File: src/rtl/pscmp_pkg.sv
package pscmp_pkg;
  localparam int OFS_CTRL  = 'h00;
  localparam int OFS_PRE   = 'h04;
  localparam int OFS_CMP   = 'h08;
  localparam int OFS_CAPT  = 'h0C;
  localparam int OFS_COUNT = 'h10;
  localparam int OFS_STAT  = 'h14;

  localparam int CB_RUN  = 0;
  localparam int CB_SRCL = 1;
  localparam int CB_IE   = 4;
  localparam int CB_TOG  = 9;
  localparam int CB_CAP  = 10;
  localparam int CB_SWR  = 15;

  typedef enum logic [2:0] {
    SRC_NONE = 3'd0,
    SRC_FAST = 3'd1,
    SRC_QTR  = 3'd2,
    SRC_EXT  = 3'd3,
    SRC_SLOW = 3'd4
  } src_e;
endpackage

File: src/rtl/pscmp_clksel.sv
module pscmp_clksel
  import pscmp_pkg::*;
#(
  parameter int DIV = 4
) (
  input  logic       clk,
  input  logic       rst_n,
  input  logic       clr,
  input  logic       run,
  input  logic [2:0] sel,
  input  logic       fast_tick,
  input  logic       ext_tick,
  input  logic       slow_tick,
  output logic       src_tick
);
  localparam int PW = (DIV > 1) ? $clog2(DIV) : 1;

  logic [PW-1:0] phase;
  logic          div_on;
  logic          qtr_tick;

  assign div_on   = run && (sel == SRC_QTR);
  assign qtr_tick = fast_tick && (phase == PW'(DIV - 1));

  always_ff @(posedge clk or negedge rst_n) begin
    if (!rst_n)                phase <= '0;
    else if (clr || !div_on)   phase <= '0;
    else if (fast_tick)        phase <= (phase == PW'(DIV - 1)) ? '0 : phase + 1'b1;
  end

  always_comb begin
    case (sel)
      SRC_FAST: src_tick = fast_tick;
      SRC_QTR:  src_tick = qtr_tick;
      SRC_EXT:  src_tick = ext_tick;
      SRC_SLOW: src_tick = slow_tick;
      default:  src_tick = 1'b0;
    endcase
    src_tick = src_tick && run;
  end

  AST_QTR_NEEDS_FAST: assert property (@(posedge clk) disable iff (!rst_n)
    (sel == SRC_QTR && src_tick) |-> fast_tick);
endmodule

File: src/rtl/pscmp_prescale.sv
module pscmp_prescale #(
  parameter int PS_W = 11
) (
  input  logic            clk,
  input  logic            rst_n,
  input  logic            clr,
  input  logic            run,
  input  logic            src_tick,
  input  logic [PS_W-1:0] limit,
  output logic            tick
);
  logic [PS_W-1:0] phase;

  assign tick = run && src_tick && (phase >= limit);

  always_ff @(posedge clk or negedge rst_n) begin
    if (!rst_n)             phase <= '0;
    else if (clr || !run)   phase <= '0;
    else if (src_tick)      phase <= tick ? '0 : phase + 1'b1;
  end

  AST_TICK_FROM_SOURCE: assert property (@(posedge clk) disable iff (!rst_n)
    tick |-> src_tick);
  AST_PHASE_RESTART: assert property (@(posedge clk) disable iff (!rst_n)
    (tick && !clr) |=> (phase == '0));
endmodule

File: src/rtl/pscmp_counter.sv
module pscmp_counter #(
  parameter int CW = 32
) (
  input  logic          clk,
  input  logic          rst_n,
  input  logic          clr,
  input  logic          tick,
  input  logic [CW-1:0] cmp_val,
  input  logic          tog_en,
  input  logic          cap_en,
  input  logic          cap_in,
  input  logic          st_clr,
  output logic [CW-1:0] count,
  output logic [CW-1:0] cap_val,
  output logic          status,
  output logic          tog
);
  logic evt;
  logic cap_q;
  logic cap_edge;

  assign evt      = tick && (count == cmp_val);
  assign cap_edge = cap_in && !cap_q;

  always_ff @(posedge clk or negedge rst_n) begin
    if (!rst_n) cap_q <= 1'b0;
    else        cap_q <= cap_in;
  end

  always_ff @(posedge clk or negedge rst_n) begin
    if (!rst_n) begin
      count   <= '0;
      cap_val <= '0;
      status  <= 1'b0;
      tog     <= 1'b0;
    end else if (clr) begin
      count   <= '0;
      cap_val <= '0;
      status  <= 1'b0;
      tog     <= 1'b0;
    end else begin
      if (evt)       count <= '0;
      else if (tick) count <= count + 1'b1;
      if (evt)         status <= 1'b1;
      else if (st_clr) status <= 1'b0;
      if (evt && tog_en) tog <= ~tog;
      if (cap_edge && cap_en) cap_val <= count;
    end
  end

  AST_WRAP_ZERO: assert property (@(posedge clk) disable iff (!rst_n)
    (evt && !clr) |=> (count == '0));
  AST_EVENT_FLAG: assert property (@(posedge clk) disable iff (!rst_n)
    (evt && !clr) |=> status);
  AST_TOGGLE_FLIP: assert property (@(posedge clk) disable iff (!rst_n)
    (evt && tog_en && !clr) |=> (tog != $past(tog)));
  AST_COUNT_HOLD: assert property (@(posedge clk) disable iff (!rst_n)
    (!tick && !clr) |=> $stable(count));
  AST_CAPTURE_OFF: assert property (@(posedge clk) disable iff (!rst_n)
    (!cap_en && !clr) |=> $stable(cap_val));
endmodule

File: src/rtl/pscmp_timer.sv
module pscmp_timer
  import pscmp_pkg::*;
#(
  parameter int AW   = 5,
  parameter int DW   = 32,
  parameter int PS_W = 11
) (
  input  logic          clk,
  input  logic          rst_n,
  input  logic [AW-1:0] addr,
  input  logic          wr_en,
  input  logic [DW-1:0] wr_data,
  output logic [DW-1:0] rd_data,
  input  logic          fast_tick,
  input  logic          ext_tick,
  input  logic          slow_tick,
  input  logic          cap_in,
  output logic          tog_out,
  output logic          irq
);
  logic            run, ie, tog_en, cap_en, swr_q;
  logic [2:0]      src;
  logic [PS_W-1:0] pre;
  logic [DW-1:0]   cmp;
  logic [DW-1:0]   count, cap_val;
  logic            status;
  logic            src_tick, tick;
  logic            wr_ctrl, swr_hit, st_clr;

  assign wr_ctrl = wr_en && (addr == AW'(OFS_CTRL));
  assign swr_hit = wr_ctrl && wr_data[CB_SWR];
  assign st_clr  = wr_en && (addr == AW'(OFS_STAT)) && wr_data[0];

  always_ff @(posedge clk or negedge rst_n) begin
    if (!rst_n) begin
      {run, ie, tog_en, cap_en, swr_q} <= '0;
      src <= '0;
      pre <= '0;
      cmp <= '0;
    end else if (swr_hit) begin
      {run, ie, tog_en, cap_en} <= '0;
      swr_q <= 1'b1;
      src   <= '0;
      pre   <= '0;
      cmp   <= '0;
    end else begin
      swr_q <= 1'b0;
      if (wr_ctrl) begin
        run    <= wr_data[CB_RUN];
        src    <= wr_data[CB_SRCL +: 3];
        ie     <= wr_data[CB_IE];
        tog_en <= wr_data[CB_TOG];
        cap_en <= wr_data[CB_CAP];
      end
      if (wr_en && addr == AW'(OFS_PRE)) pre <= wr_data[PS_W-1:0];
      if (wr_en && addr == AW'(OFS_CMP)) cmp <= wr_data;
    end
  end

  pscmp_clksel #(.DIV(4)) u_sel (
    .clk(clk), .rst_n(rst_n), .clr(swr_hit), .run(run), .sel(src),
    .fast_tick(fast_tick), .ext_tick(ext_tick), .slow_tick(slow_tick),
    .src_tick(src_tick)
  );

  pscmp_prescale #(.PS_W(PS_W)) u_pre (
    .clk(clk), .rst_n(rst_n), .clr(swr_hit), .run(run),
    .src_tick(src_tick), .limit(pre), .tick(tick)
  );

  pscmp_counter #(.CW(DW)) u_cnt (
    .clk(clk), .rst_n(rst_n), .clr(swr_hit), .tick(tick), .cmp_val(cmp),
    .tog_en(tog_en), .cap_en(cap_en), .cap_in(cap_in), .st_clr(st_clr),
    .count(count), .cap_val(cap_val), .status(status), .tog(tog_out)
  );

  assign irq = status && ie;

  always_comb begin
    rd_data = '0;
    case (addr)
      AW'(OFS_CTRL): begin
        rd_data[CB_RUN]       = run;
        rd_data[CB_SRCL +: 3] = src;
        rd_data[CB_IE]        = ie;
        rd_data[CB_TOG]       = tog_en;
        rd_data[CB_CAP]       = cap_en;
        rd_data[CB_SWR]       = swr_q;
      end
      AW'(OFS_PRE):   rd_data[PS_W-1:0] = pre;
      AW'(OFS_CMP):   rd_data = cmp;
      AW'(OFS_CAPT):  rd_data = cap_val;
      AW'(OFS_COUNT): rd_data = count;
      AW'(OFS_STAT):  rd_data[0] = status;
      default:        rd_data = '0;
    endcase
  end

  AST_SWR_CLEARS: assert property (@(posedge clk) disable iff (!rst_n)
    swr_hit |=> (count == '0 && !status && !tog_out && cmp == '0));
  AST_SWR_ONESHOT: assert property (@(posedge clk) disable iff (!rst_n)
    (swr_q && !swr_hit) |=> !swr_q);
  AST_IRQ_MASKED: assert property (@(posedge clk) disable iff (!rst_n)
    !ie |-> !irq);
endmodule

File: config.mk
export PLATFORM = sky130hd
export DESIGN_NAME = pscmp_timer
export DESIGN_NICKNAME = d
export VERILOG_FILES = /design/src/rtl/pscmp_pkg.sv /design/src/rtl/pscmp_clksel.sv /design/src/rtl/pscmp_prescale.sv /design/src/rtl/pscmp_counter.sv /design/src/rtl/pscmp_timer.sv
export SDC_FILE = /design/constraint.sdc
export NUM_CORES = 1
export LEC_CHECK = 0
export ABC_CLOCK_PERIOD_IN_PS = 4250
export BUFFER_PORTS_ARGS = -buffer_cell sky130_fd_sc_hd__buf_2
export CAP_MARGIN = 20
export CORE_MARGIN = 5
export CORE_UTILIZATION = 50
export DETAILED_ROUTE_END_ITERATION = 16
export GPL_ROUTABILITY_DRIVEN = 1
export PLACE_DENSITY = 0.69
export SYNTH_ARGS = -nofsm -noshare
export SYNTH_HDL_FRONTEND = slang
export SYNTH_SLANG_ARGS = --single-unit
File: constraint.sdc
create_clock -name clk -period 4.25 [get_ports clk]
set_input_delay 0.6375 -clock clk [delete_from_list [all_inputs] [get_ports clk]]
set_output_delay 0.6375 -clock clk [all_outputs]
set_load 0.03 [all_outputs]
==> metrics.md <==
| Metric | Value |
|---|---|
| Worst slew pin tran | 0.830 ns |
| Fin. Hold Viols | 0 |
| Residual DRC | 0 |
| Layout cells sized above 1 | 15.2% |
| Gate Count Post-Synth | 917 |
| Top Ports | 78 |
| Final global-route overflow total | 0 |
| Number of vias in the routed layout | 7115 |
| Minimum clock period | 3.19 ns |
| Maximum root-to-sink buffer count | 2 |
| Library cell occupying the most area in the post-synthesis netlist | sky130_fd_sc_hd__dfrtp_1 |
| Power per unit of standard cell area | 394 mW/mm2 |
| Share of synthesized flip-flops with an asynchronous set or reset | 100% |
| Depth of the worst register-to-register path | 7 |
| Detailed Route WL | 22.5 mm |
| Net count after synthesis | 975 |
| Inserted Clock Buffers | 17 |
| Clock tree from TritonCTS | done |
| Vias in the first global route | 6830 |
| Top delay family on crit path | simple AND/OR/NAND/NOR gates |
| Average detailed-routed wire length per instance | 19.4 um |
| Number of max-cap violations | 0 |
| Placed cell count | 1131 |
| Total track usage | 26.2% |
| Maximum number of pins on one net before global-route repair | 75 |
| CTS H-Tree Depth | 4 |
| Post-DP HPWL | 15.7 mm |
| Area used by sequential logic in the layout | 0.00328 mm2 |
| Final setup slack of the worst path | 1.06 ns |
| Number of antenna violations at the first check in global routing | 0 |
| Final setup violation count | 0 |
| Setup WS pre-CTS | 1.08 ns |
| Antenna violation net count after detailed routing | 0 |
| Vias per inst | 6.12 |
| Commonest cells in the netlist | 221 x sky130_fd_sc_hd__nand2_1, 131 x sky130_fd_sc_hd__dfrtp_1, 106 x sky130_fd_sc_hd__a21oi_1, 63 x sky130_fd_sc_hd__clkbuf_1, 50 x sky130_fd_sc_hd__o21ai_0 |
| CTS Hold Bufs | 0 |
| Most frequently used cell type in the post-synthesis netlist | sky130_fd_sc_hd__nand2_1 |
| Clk slew on worst S/H paths | 0.05 ns |
| Lkg Pwr | 3.83 nW |
| Most area-consuming cells after synthesis | sky130_fd_sc_hd__dfrtp_1 43%, sky130_fd_sc_hd__nand2_1 11%, sky130_fd_sc_hd__a21oi_1 6.9%, sky130_fd_sc_hd__xnor2_1 3.9%, sky130_fd_sc_hd__mux2i_1 3.4% |
| Pins Over Slew Limit | 0 |
| Fraction of post-synthesis cell area in the top cell type by area | 42.9% |
| Area occupied by multi-input gates | 0.00400 mm2 |
| Peak per-stage delay on the critical path | 0.56 ns |
| Number of synthesized register bits | 131 |
| Die Height | 134 um |
| Main synth FF type | sky130_fd_sc_hd__dfrtp_1 |
| Die X-Extent | 134 um |
| Number of buffer and inverter instances along the worst setup path | 3 |
| Number of distinct standard cells referenced by the synthesized netlist | 59 |
| Routability-driven placement congestion ratio | 0.913 |
| First-pass GRT wire length | 37.3 mm |
| Largest clock skew in the final design | 0.0100 ns |
| Number of input and output port buffers inserted | 77 |
| # fillers | 1391 |
| Standard-cell row count | 45 |
| Sort of element at the end of the critical path | output port |
| Post-synthesis sequential area ratio | 42.9% |
| Data required time of the worst path | 3.61 ns |
| Series of cell instances along the critical path | buf_2, nor4_2, and2_0, buf_4, a22oi_1, o21ai_0, buf_2 |
| Mapped cell area | 0.00764 mm2 |
| CP Launch Type | input port |
| Relative max-transition margin | 44.1% |
| Type of the setup path with the least slack | in2out |
| Number of antenna diodes | 0 |
| Share of the clock period used by the worst path | 75.1% |
| Clock tree sinks | 131 |
| Area of the core region | 0.0151 mm2 |
| Starting density of the core | 50.7% |
| Post-cts repair resize count | 0 |
| Maximum clock frequency | 313 MHz |
| Top cell by count, worst path | sky130_fd_sc_hd__buf_2 |
| Largest fanout of any net on the critical path | 15 |
| Count of flip-flops with a built-in enable after synthesis | 0 |
| Mean cell area of the mapped netlist | 8.34 um2 |
| Area enclosed by the die boundary | 0.0179 mm2 |
| Root buf cell | sky130_fd_sc_hd__clkbuf_16 |
| Total number of nets in the final design | 1020 |
| Worst IR Drop VDD | 0.000254 V |
| Cell with the largest stage delay on the worst path | sky130_fd_sc_hd__nor4_2 |
| Crit path DAT | 2.56 ns |
| RSZ-0062 raised after global routing | false |
| Length of the first detailed-routing pass in iterations | 5 |
| Count of routing violations after the opening detailed-route iteration | 603 |
| Total number of yosys warnings | 0 |
| Synthesis-to-layout area growth | 14.3% |
| Run status | completed |
| Total power of the final layout | 3.44 mW |
| Final std cells w/o fill | 1163 |
| Number of cells on the critical path | 7 |
| Skew-Pair Late Insertion Delay | 0.43 ns |
| Setup total negative slack | 0 ns |
| Total setup buffers inserted after CTS | 0 |
| Class of the tightest hold or removal check | in2async |
## layer usage
| metal | track usage (%) | routed length [um] |
|---|---|---|
| met1 | 37.7 | 10000 |
| met2 | 38.6 | 9990 |
| met3 | 6.31 | 1970 |
| met4 | 9.43 | 540 |
| met5 | 0 | 0 |
## state kept, by name, summed over array words and instances, names as in the netlist
register,cells
u_pre.phase,11
swr_q,1
tog_en,1
u_cnt.cap_val,32
ie,1
u_cnt.count,32
u_sel.phase,2
cap_en,1
u_cnt.status,1
cmp,32
src,3
u_cnt.tog,1
u_cnt.cap_q,1
pre,11
run,1
## power by group
part           total [mW]  switching (mW)  leakage [nW]  internal, mW
logic               0.516           0.310          1.79         0.206
registers            1.51           0.146          1.75          1.37
clock network        1.41           0.588         0.281         0.825
total                3.44            1.04          3.83          2.40
## final timing paths
kind                               startpoint                             to  slack, ns
min in group clk                       cap_in          u_cnt.cap_q$_DFF_PN0_       0.37
min reg2reg                    ie$_DFFE_PN0P_                 ie$_DFFE_PN0P_       0.51
max reg2reg                src[0]$_DFFE_PN0P_    u_cnt.count[16]$_DFFE_PN0P_       1.53
max                                   addr[4]                     rd_data[6]       1.06
min                                     rst_n  u_cnt.cap_val[13]$_DFFE_PN0P_       0.24
max in group asynchronous               rst_n   u_cnt.cap_val[7]$_DFFE_PN0P_       3.10
## per-stage QoR
step                area, um2  utilization [%]  hold slack (ns)
CTS                      8740             57.9            0.265
global route             8740             57.9            0.293
global placement         8170             54.2            0.484
finish                   8740             57.9            0.237
detailed placement       8170             54.2            0.495
floorplan                7640                -            0.342
## logic make-up (layout without fill, tap and decap cells)
logic type,after synthesis,after routing,synth area share (%)
AO/OA/AOI/OAI,231,231,18.0
adder cells (fa/ha/maj),14,14,2.29
AND/OR/NAND/NOR,374,374,23.2
flip-flops,131,131,42.9
buffers and inverters,96,154,4.86
multiplexers,33,33,4.44
XOR/XNOR,38,38,4.35
## placed cells by master (no fill, tap or decap), types with 9 or more instances in the layout
cell type,count
sky130_fd_sc_hd__xnor2_1,34
sky130_fd_sc_hd__buf_2,76
sky130_fd_sc_hd__nand4_1,18
sky130_fd_sc_hd__o21ai_0,50
sky130_fd_sc_hd__a21oi_1,106
sky130_fd_sc_hd__buf_4,22
sky130_fd_sc_hd__nor2_1,16
sky130_fd_sc_hd__dfrtp_1,131
sky130_fd_sc_hd__nor3_1,9
sky130_fd_sc_hd__clkbuf_16,17
sky130_fd_sc_hd__o211ai_1,9
sky130_fd_sc_hd__nand2_1,221
sky130_fd_sc_hd__inv_1,21
sky130_fd_sc_hd__mux2i_1,26
sky130_fd_sc_hd__or4_1,10
sky130_fd_sc_hd__ha_1,14
sky130_fd_sc_hd__nand3_1,45
sky130_fd_sc_hd__and3_1,14
sky130_fd_sc_hd__a32oi_1,10
sky130_fd_sc_hd__a22oi_1,15
## area by class of cell
class,instances,area share (%)
Clock inverter,14,1.46
Multi-Input combinational cell,690,45.8
Timing Repair Buffer,100,6.60
Tap cell,188,2.69
Inverter,22,0.945
Sequential cell,131,37.5
Clock buffer,18,5.02
Note: power is estimated with default switching activity, not from simulation.
